`config.mk`:
```
export PLATFORM = sky130hd
export DESIGN_NAME = pio_capture_ctrl
export DESIGN_NICKNAME = d
export VERILOG_FILES = /design/src/rtl/pio_pkg.sv /design/src/rtl/pio_sync.sv /design/src/rtl/pio_edge_detect.sv /design/src/rtl/pio_capture.sv /design/src/rtl/pio_capture_ctrl.sv
export SDC_FILE = /design/constraint.sdc
export NUM_CORES = 1
export LEC_CHECK = 0
export BUFFER_PORTS_ARGS = -buffer_cell sky130_fd_sc_hd__buf_2
export CAP_MARGIN = 20
export CORE_MARGIN = 4
export CORE_UTILIZATION = 45
export DETAILED_ROUTE_END_ITERATION = 8
export MAX_ROUTING_LAYER = met4
export PLACE_DENSITY = 0.68
export SETUP_SLACK_MARGIN = 0.3
export SYNTH_ARGS = -nofsm -noshare
export SYNTH_HDL_FRONTEND = slang
export SYNTH_SLANG_ARGS = --single-unit
```
`constraint.sdc`:
```
create_clock -name clk -period 1.5 [get_ports clk]
set_input_delay 0.375 -clock clk [delete_from_list [all_inputs] [get_ports clk]]
set_output_delay 0.375 -clock clk [all_outputs]
set_load 0.01 [all_outputs]
```
`src/rtl/pio_pkg.sv`:
```
package pio_pkg;

  localparam int unsigned REG_W = 32;

  typedef enum logic [1:0] {
    TRIG_RISE  = 2'd0,
    TRIG_FALL  = 2'd1,
    TRIG_BOTH  = 2'd2,
    TRIG_LEVEL = 2'd3
  } trig_e;

  typedef enum logic [1:0] {
    SEL_LEVELS = 2'd0,
    SEL_DIR    = 2'd1,
    SEL_ENABLE = 2'd2,
    SEL_CAPT   = 2'd3
  } reg_sel_e;

endpackage

```
`src/rtl/pio_sync.sv`:
```
module pio_sync #(
  parameter int unsigned WIDTH  = 32,
  parameter int unsigned STAGES = 2
) (
  input  logic             clk,
  input  logic             rst_n,
  input  logic [WIDTH-1:0] async_in,
  output logic [WIDTH-1:0] sync_out
);

  logic [WIDTH-1:0] chain [STAGES];

  always_ff @(posedge clk or negedge rst_n) begin
    if (!rst_n) begin
      for (int s = 0; s < int'(STAGES); s++) chain[s] <= '0;
    end else begin
      chain[0] <= async_in;
      for (int s = 1; s < int'(STAGES); s++) chain[s] <= chain[s-1];
    end
  end

  assign sync_out = chain[STAGES-1];

endmodule

```
`src/rtl/pio_edge_detect.sv`:
```
module pio_edge_detect
  import pio_pkg::*;
#(
  parameter int unsigned WIDTH = 32,
  parameter trig_e       TRIG  = TRIG_RISE
) (
  input  logic             clk,
  input  logic             rst_n,
  input  logic [WIDTH-1:0] level,
  output logic [WIDTH-1:0] ev
);

  generate
    if (TRIG == TRIG_LEVEL) begin : g_level
      logic unused_level;
      assign unused_level = ^{level, clk, rst_n};
      assign ev = '0;
    end else begin : g_edge
      logic [WIDTH-1:0] prev_q;
      logic [WIDTH-1:0] rise, fall;

      always_ff @(posedge clk or negedge rst_n) begin
        if (!rst_n) prev_q <= '0;
        else        prev_q <= level;
      end

      assign rise = level & ~prev_q;
      assign fall = ~level & prev_q;

      if (TRIG == TRIG_RISE) begin : g_rise
        assign ev = rise;
      end else if (TRIG == TRIG_FALL) begin : g_fall
        assign ev = fall;
      end else begin : g_both
        assign ev = rise | fall;
      end
    end
  endgenerate

endmodule

```
`src/rtl/pio_capture.sv`:
```
module pio_capture #(
  parameter int unsigned WIDTH = 32
) (
  input  logic             clk,
  input  logic             rst_n,
  input  logic [WIDTH-1:0] ev,
  input  logic [WIDTH-1:0] clr,
  output logic [WIDTH-1:0] capt
);

  // an edge arriving in the clearing cycle survives the clear
  always_ff @(posedge clk or negedge rst_n) begin
    if (!rst_n) capt <= '0;
    else        capt <= (capt & ~clr) | ev;
  end

endmodule

```
`src/rtl/pio_capture_ctrl.sv`:
```
module pio_capture_ctrl
  import pio_pkg::*;
#(
  parameter int unsigned LINES = 32,
  parameter trig_e       TRIG  = TRIG_RISE
) (
  input  logic             clk,
  input  logic             rst_n,
  input  logic [3:0]       bus_addr,
  input  logic             bus_wr_en,
  input  logic [31:0]      bus_wr_data,
  input  logic             bus_rd_en,
  output logic [31:0]      bus_rd_data,
  input  logic [LINES-1:0] pin_in,
  output logic [LINES-1:0] pin_out,
  output logic [LINES-1:0] pin_oe,
  output logic             irq
);

  reg_sel_e         sel;
  logic [LINES-1:0] wd;
  logic [LINES-1:0] sync_lvl;
  logic [LINES-1:0] edge_ev;
  logic [LINES-1:0] capt_q;
  logic [LINES-1:0] capt_clr;
  logic [LINES-1:0] out_q, dir_q, ena_q;
  logic [LINES-1:0] line_view;
  logic [LINES-1:0] rd_mux;
  logic [REG_W-1:0] rd_q;
  logic             unused_bits;

  assign sel         = reg_sel_e'(bus_addr[3:2]);
  assign wd          = bus_wr_data[LINES-1:0];
  assign unused_bits = ^{bus_addr[1:0], bus_wr_data};

  pio_sync #(.WIDTH(LINES), .STAGES(2)) u_sync (
    .clk      (clk),
    .rst_n    (rst_n),
    .async_in (pin_in),
    .sync_out (sync_lvl)
  );

  pio_edge_detect #(.WIDTH(LINES), .TRIG(TRIG)) u_edge (
    .clk   (clk),
    .rst_n (rst_n),
    .level (sync_lvl),
    .ev    (edge_ev)
  );

  assign capt_clr = (bus_wr_en && sel == SEL_CAPT) ? wd : '0;

  pio_capture #(.WIDTH(LINES)) u_capt (
    .clk   (clk),
    .rst_n (rst_n),
    .ev    (edge_ev),
    .clr   (capt_clr),
    .capt  (capt_q)
  );

  always_ff @(posedge clk or negedge rst_n) begin
    if (!rst_n) begin
      out_q <= '0;
      dir_q <= '0;
      ena_q <= '0;
    end else if (bus_wr_en) begin
      case (sel)
        SEL_LEVELS: out_q <= wd;
        SEL_DIR:    dir_q <= wd;
        SEL_ENABLE: ena_q <= wd;
        default:    ;
      endcase
    end
  end

  assign line_view = (dir_q & out_q) | (~dir_q & sync_lvl);

  always_comb begin
    case (sel)
      SEL_LEVELS: rd_mux = line_view;
      SEL_DIR:    rd_mux = dir_q;
      SEL_ENABLE: rd_mux = ena_q;
      default:    rd_mux = capt_q;
    endcase
  end

  always_ff @(posedge clk or negedge rst_n) begin
    if (!rst_n)         rd_q <= '0;
    else if (bus_rd_en) rd_q <= REG_W'(rd_mux);
    else                rd_q <= '0;
  end

  generate
    if (TRIG == TRIG_LEVEL) begin : g_irq_level
      assign irq = |(line_view & ena_q);
    end else begin : g_irq_edge
      assign irq = |(capt_q & ena_q);
    end
  endgenerate

  assign bus_rd_data = rd_q;
  assign pin_out     = out_q;
  assign pin_oe      = dir_q;

endmodule

```
==> flow_metrics.tcl, run 1 <==
set metrics [dict create \
    synthAdderAreaFrac_pct 0 \
    period_share_pct 154 \
    worstSetupPathType "reg -> out" \
    skew_ps 19.9 \
    fin_nets 1111 \
    hold_viol_final 0 \
    core_area_um2 21000 \
    ys_ff_latch 256 \
    dpl.hpwl_um 16800 \
    synthSimpleGateAreaFrac_pct 4.46 \
    numPortBuffers 166 \
    power_w 0.0184 \
    cts_buffer_depth 3 \
    layout_common_cells "256 x dfrtp_1, 155 x buf_4, 147 x buf_2, 63 x mux2_2, 60 x a211oi_1" \
    crit_required_ps 1120 \
    switchingPower_w 0.00472 \
    internal_power_w 0.0136 \
    layout_commonest_cell "dfrtp_1" \
    pin_count 169 \
    clk_latency_ps 530 \
    synthMuxAreaShare_pct 14.4 \
    cp-start-kind "flip-flop" \
    track_usage_pct 21.4 \
    first_pass_iters 6 \
    switching_share_pct 25.7 \
    combPwrFrac_pct 21.4 \
    worstPathMaxFanout 2 \
    first_global_vias 7153 \
    drv_cap 0 \
    final_util_pct 65.0 \
    grt_overflow 0 \
    netlist_instances 671 \
    die_y_um 154 \
    fillers 1569 \
    drc 0 \
    root_buffer "clkbuf_16" \
    synth_cell_types 26 \
    grt_start_max_net_pins 46 \
    clkTransAtPathRegs_ps 60 \
    ant_nets 0 \
    first_iter_violations 234 \
    setup_slack_ps -808 \
    cts_made_buffers 26 \
    min_period_ps 2310 \
    wl_per_cell_um 18.5 \
    p_seq_share_pct 44.8 \
    place.gp.congestion 0.852 \
    cts_sinks 256 \
    netlist_area_um2 9560 \
    ys_seq_area_share_pct 67.0 \
    drv_slew 0 \
    power.density_nw_per_um2 1350 \
    synth_nets 743 \
    ys_warn_count 0 \
    power_leakage_nw 6.49 \
    fmax_ghz 0.433 \
    finalSetupViolations 1 \
    grt_pass1_wl_um 39300 \
    synth_compound_area_share_pct 10.8 \
    drive_gt1_share_pct 47.3 \
    syn2layout_area_growth_pct 42.4 \
    dp_slack_ps -341 \
    die_w_um 154 \
    synth_ff_type "dfrtp_1" \
    routed_wl_um 24700 \
    arrival_ps 1930 \
    rsz0062_at_grt "true" \
    syn_avg_cell_area_um2 14.3 \
    violations "setup timing" \
    cts_tree "yes" \
    antenna_found_initial 1 \
    p_clk_share_pct 33.9 \
    async_reset_ff_share_pct 100 \
    synth_edf_count 0 \
    netlist.area_leader.share_pct 67.0 \
    synth_area_leaders "dfrtp_1 67%, mux2_2 11%, a211oi_1 4.9%" \
    initial_utilization_pct 45.6 \
    synth_top_family_by_area "multiplexers" \
    status "finished with violations" \
    yosysTopAreaCell "dfrtp_1" \
    min_path_type "in -> reg" \
    dieArea_um2 23600 \
    ir_drop_mv 1.53 \
    tightest_slew_ps 312 \
    htree_levels 1 \
    num_vias 6810 \
    via_per_inst 5.10 \
    synth_xor_area_share_pct 0 \
    crit_path_end_kind "output port" \
    slew_headroom_pct 79.1 \
    num_rows 53 \
]
==> state kept, by name, summed over array words and instances, names as in the netlist <==
register and count:
bus_rd_data 32, ena_q 32, pin_oe 32, pin_out 32, u_capt.capt 32, u_edge.g_edge.prev_q 32, u_sync.chain 32, u_sync.sync_out 32
==> synthesized netlist by cell type (2+ instances only) <==
master / n
dfrtp_1: 256
mux2_2: 94
a211oi_1: 62
nand2_1: 33
a22o_1: 32
inv_1: 32
nand2b_1: 32
o21ai_0: 32
mux2i_1: 30
buf_2: 17
a22oi_1: 16
clkbuf_1: 8
buf_4: 5
nand4_1: 4
buf_6: 3
a21oi_1: 2
mux2_1: 2
nor3_1: 2
or3b_2: 2
==> cell type report <==
cell class	count	area (um2)	share of cell area, %
repair buffers	374	2810	20.7
well taps	275	344	2.53
clock inverters	7	76.3	0.560
multi-input cells	348	3090	22.7
flip-flops and latches	256	6410	47.0
clock buffers	41	757	5.56
inverters	33	131	0.965
diodes	1	2.50	0.0184
==> worst max-delay path, stage by stage (launching register included) <==
cell	delay, ps
dfrtp_1	380
a22oi_2	230
nand4_1	120
or4_4	540
buf_6	150
==> through the flow <==
step	hold WS (ps)	cell area, um2	setup TNS, ps	cells
final	137	13600	-808	1335
after global routing	131	13600	-863	1335
after CTS	0.787	13300	-817	1309
after detailed placement	277	11600	-3670	1170
after global placement	274	11600	-2310	1170
after floorplan	79.4	9810	-57.0	671
==> cell families after synthesis <==
logic type | count (synthesis)
AO/OA/AOI/OAI | 144
buffers and inverters | 67
multiplexers | 126
flip-flops | 256
AND/OR/NAND/NOR | 78
==> path summary, 6_finish.rpt <==
path | start | end | slack, ps | depth (start not counted)
setup / recovery | ena_q[21] | irq | -810 | 4
hold / removal | bus_wr_data[16] | pin_out[16] | 140 | 2
setup reg to reg | pin_out[30] | bus_rd_data[30] | 200 | 5
hold reg to reg | u_sync.chain[42] | u_sync.sync_out[10] | 350 | 0
max in group asynchronous | rst_n | u_edge.g_edge.prev_q[16] | 570 | 3
min in group asynchronous | rst_n | ena_q[24] | 330 | 2
==> power groups by stage <==
stage                     logic, W  registers, W  clock network [W]
after floorplan            0.00125       0.00850                  0
after global placement     0.00292       0.00836                  0
after detailed placement   0.00295       0.00840                  0
after CTS                  0.00367       0.00819            0.00632
after global routing       0.00423       0.00831            0.00662
final                      0.00392       0.00822            0.00622
==> metal layers <==
layer | global-route usage [%] | share of wire, % | up-vias | routed length [um]
li1 | - | - | 3140 | -
met1 | 28.8 | 43 | 3417 | 10700
met2 | 33.7 | 48 | 197 | 11900
met3 | 3.24 | 4.6 | 56 | 1130
met4 | 7.28 | 3.6 | 0 | 880
met5 | - | 0 | - | 0
==> what timing repair did <==
action | 4_1_cts | 5_1_grt
setup buffers | 59 | 24
pin swaps | 6 | 11
resized for setup | 27 | 21
endpoints found under the setup margin | 97 | 99
hold endpoints to repair | 54 | 1
hold buffers | 32 | 1
(Power assumes the default switching activity.)
==> run 2, diff against run 1 <==
- PLACE_DENSITY: 0.68 -> 0.7
- clock period: 1.5 -> 2.06 ns (I/O delays scaled with it)
==> flow_metrics.tcl, run 2 (synthesized netlist as in run 1, its figures left out) <==
set metrics [dict create \
    num_rows 53 \
    wl_per_cell_um 19.8 \
    period_share_pct 121 \
    drc 0 \
    layout_commonest_cell "dfrtp_1" \
    hold_depth 1 \
    crit_required_ps 1540 \
    cts_sinks 256 \
    worstPathMaxFanout 3 \
    clkTransAtPathRegs_ps 60 \
    finalInstanceArea_um2 11900 \
    drv_cap 0 \
    fmax_ghz 0.401 \
    worstRegToRegCells 3 \
    final_util_pct 56.7 \
    multi_input_area_um2 2900 \
    power_leakage_nw 5.53 \
    first_pass_iters 5 \
    final_cells 1162 \
    initial_utilization_pct 45.6 \
    arrival_ps 1980 \
    layout_common_cells "256 x dfrtp_1, 163 x buf_2, 94 x mux2_2, 62 x a211oi_1, 33 x nand2_1" \
    rsz0062_at_grt "true" \
    r2r_slack_ps 840 \
    power_w 0.0125 \
    worstPathCellList "a22oi_2 > nand4_1 > or4_4 > buf_6" \
    worstSetupPathType "reg -> out" \
    cts_buffer_depth 3 \
    first_global_vias 6468 \
    crit_path_end_kind "output port" \
    status "finished with violations" \
    fin_nets 939 \
    violations "setup timing" \
    grt_start_max_net_pins 65 \
    dieArea_um2 23600 \
    numPortBuffers 166 \
    antenna_found_initial 2 \
    dpl.hpwl_um 15700 \
    ant_nets 0 \
    dpl_cell_area_um2 10900 \
    num_vias 6170 \
    setup_slack_ps -433 \
    finalSetupViolations 1 \
    clk_latency_ps 540 \
    die_y_um 154 \
    htree_levels 1 \
    grt_overflow 0 \
    cp-start-kind "flip-flop" \
    timing.hold.worst_endpoint "u_sync.chain[37]" \
    min_path_type "in -> reg" \
    first_iter_violations 301 \
    tns_ps -433 \
    hold_viol_final 0 \
    slowest_delay_ps 530 \
    root_buffer "clkbuf_16" \
    cp_slowest_cell "or4_4" \
    via_per_inst 5.31 \
    skew_ps 18.6 \
    cts_tree "yes" \
    placed_cells 1109 \
    grt_pass1_wl_um 36700 \
    worst-path-buf-inv 1 \
    min_period_ps 2490 \
    power.density_nw_per_um2 1050 \
    drive_gt1_share_pct 40.0 \
    hp-start "pin_in[5]" \
    core_area_um2 21000 \
    tightest_slew_ps 535 \
    seqCellArea_um2 6410 \
    slew_headroom_pct 64.4 \
    reg2reg_from "pin_oe[31]" \
    routed_wl_um 23000 \
    drv_slew 0 \
    cts_made_buffers 27 \
    track_usage_pct 20.1 \
    critical_path_depth 4 \
    syn2layout_area_growth_pct 24.2 \
    die_w_um 154 \
    rr_endpoint "bus_rd_data[31]" \
    pin_count 169 \
    fillers 1734 \
    ir_drop_mv 0.705 \
    place.gp.congestion 0.837 \
    critical-path-top-delay-family "simple AND/OR/NAND/NOR gates" \
]
==> run 2: changes by cell type in the layout (fill, tap and decap cells not counted), sizes merged <==
cell,previous run,this run
buf,341,200
dlygate4sd3,33,1
clkbuf,41,37
clkinv,4,8
clkinvlp,2,0
diode,1,2
inv,33,34
==> run 2: per-stage QoR <==
step                      setup slack (ps)  hold slack, ps
after floorplan                        341             219
after global placement                38.5             332
after detailed placement              14.7             335
after CTS                             -443            65.3
after global routing                  -517            62.3
final                                 -433            81.9
==> run 2: worst max path at each step <==
| stage | slack, ps | to | from |
|---|---|---|---|
| after global routing | -520 | irq | ena_q[25] |
| after global placement | 40 | irq | ena_q[28] |
| after floorplan | 340 | irq | ena_q[23] |
| after detailed placement | 10 | irq | ena_q[28] |
| after CTS | -440 | irq | u_capt.capt[21] |
| final | -430 | irq | ena_q[25] |
==> run 2: per-layer routing <==
| metal | share of wire, % | up-vias | track usage (%) |
|---|---|---|---|
| met2 | 50 | 186 | 32.2 |
| li1 | - | 2814 | - |
| met4 | 1.5 | 0 | 5.97 |
| met3 | 6.1 | 28 | 2.81 |
| met1 | 43 | 3142 | 27.2 |
| met5 | 0 | - | - |
==> run 2: cell type report <==
| type | instances | area share (%) |
|---|---|---|
| Clock inverter | 10 | 0.790 |
| Inverter | 33 | 1.04 |
| Antenna cell | 2 | 0.0421 |
| Tap cell | 275 | 2.90 |
| Timing Repair Buffer | 201 | 10.4 |
| Clock buffer | 37 | 6.42 |
| Sequential cell | 256 | 53.9 |
| Multi-Input combinational cell | 348 | 24.4 |
==> run 2: timing repair <==
| action | in CTS | in global routing |
|---|---|---|
| hold buffers | 1 | 0 |
| setup endpoints to repair | 1 | 1 |
| setup buffers | 3 | 0 |
| resized for setup | 13 | 1 |
| pin swaps | 5 | 2 |
| hold endpoints to repair | 57 | 0 |
==> run 2: power by group <==
group	internal, W	switching, W	total [W]	leakage [nW]
Combinational	0.000909	0.000897	0.00181	2.12
Clock	0.00272	0.00190	0.00461	0.430
Sequential	0.00563	0.000454	0.00608	2.98
==> run 2: worst register-to-register path: stages (launching register included) <==
cell	delay, ps
dfrtp_1	420
or3b_2	460
a21oi_1	150
nor3_1	80
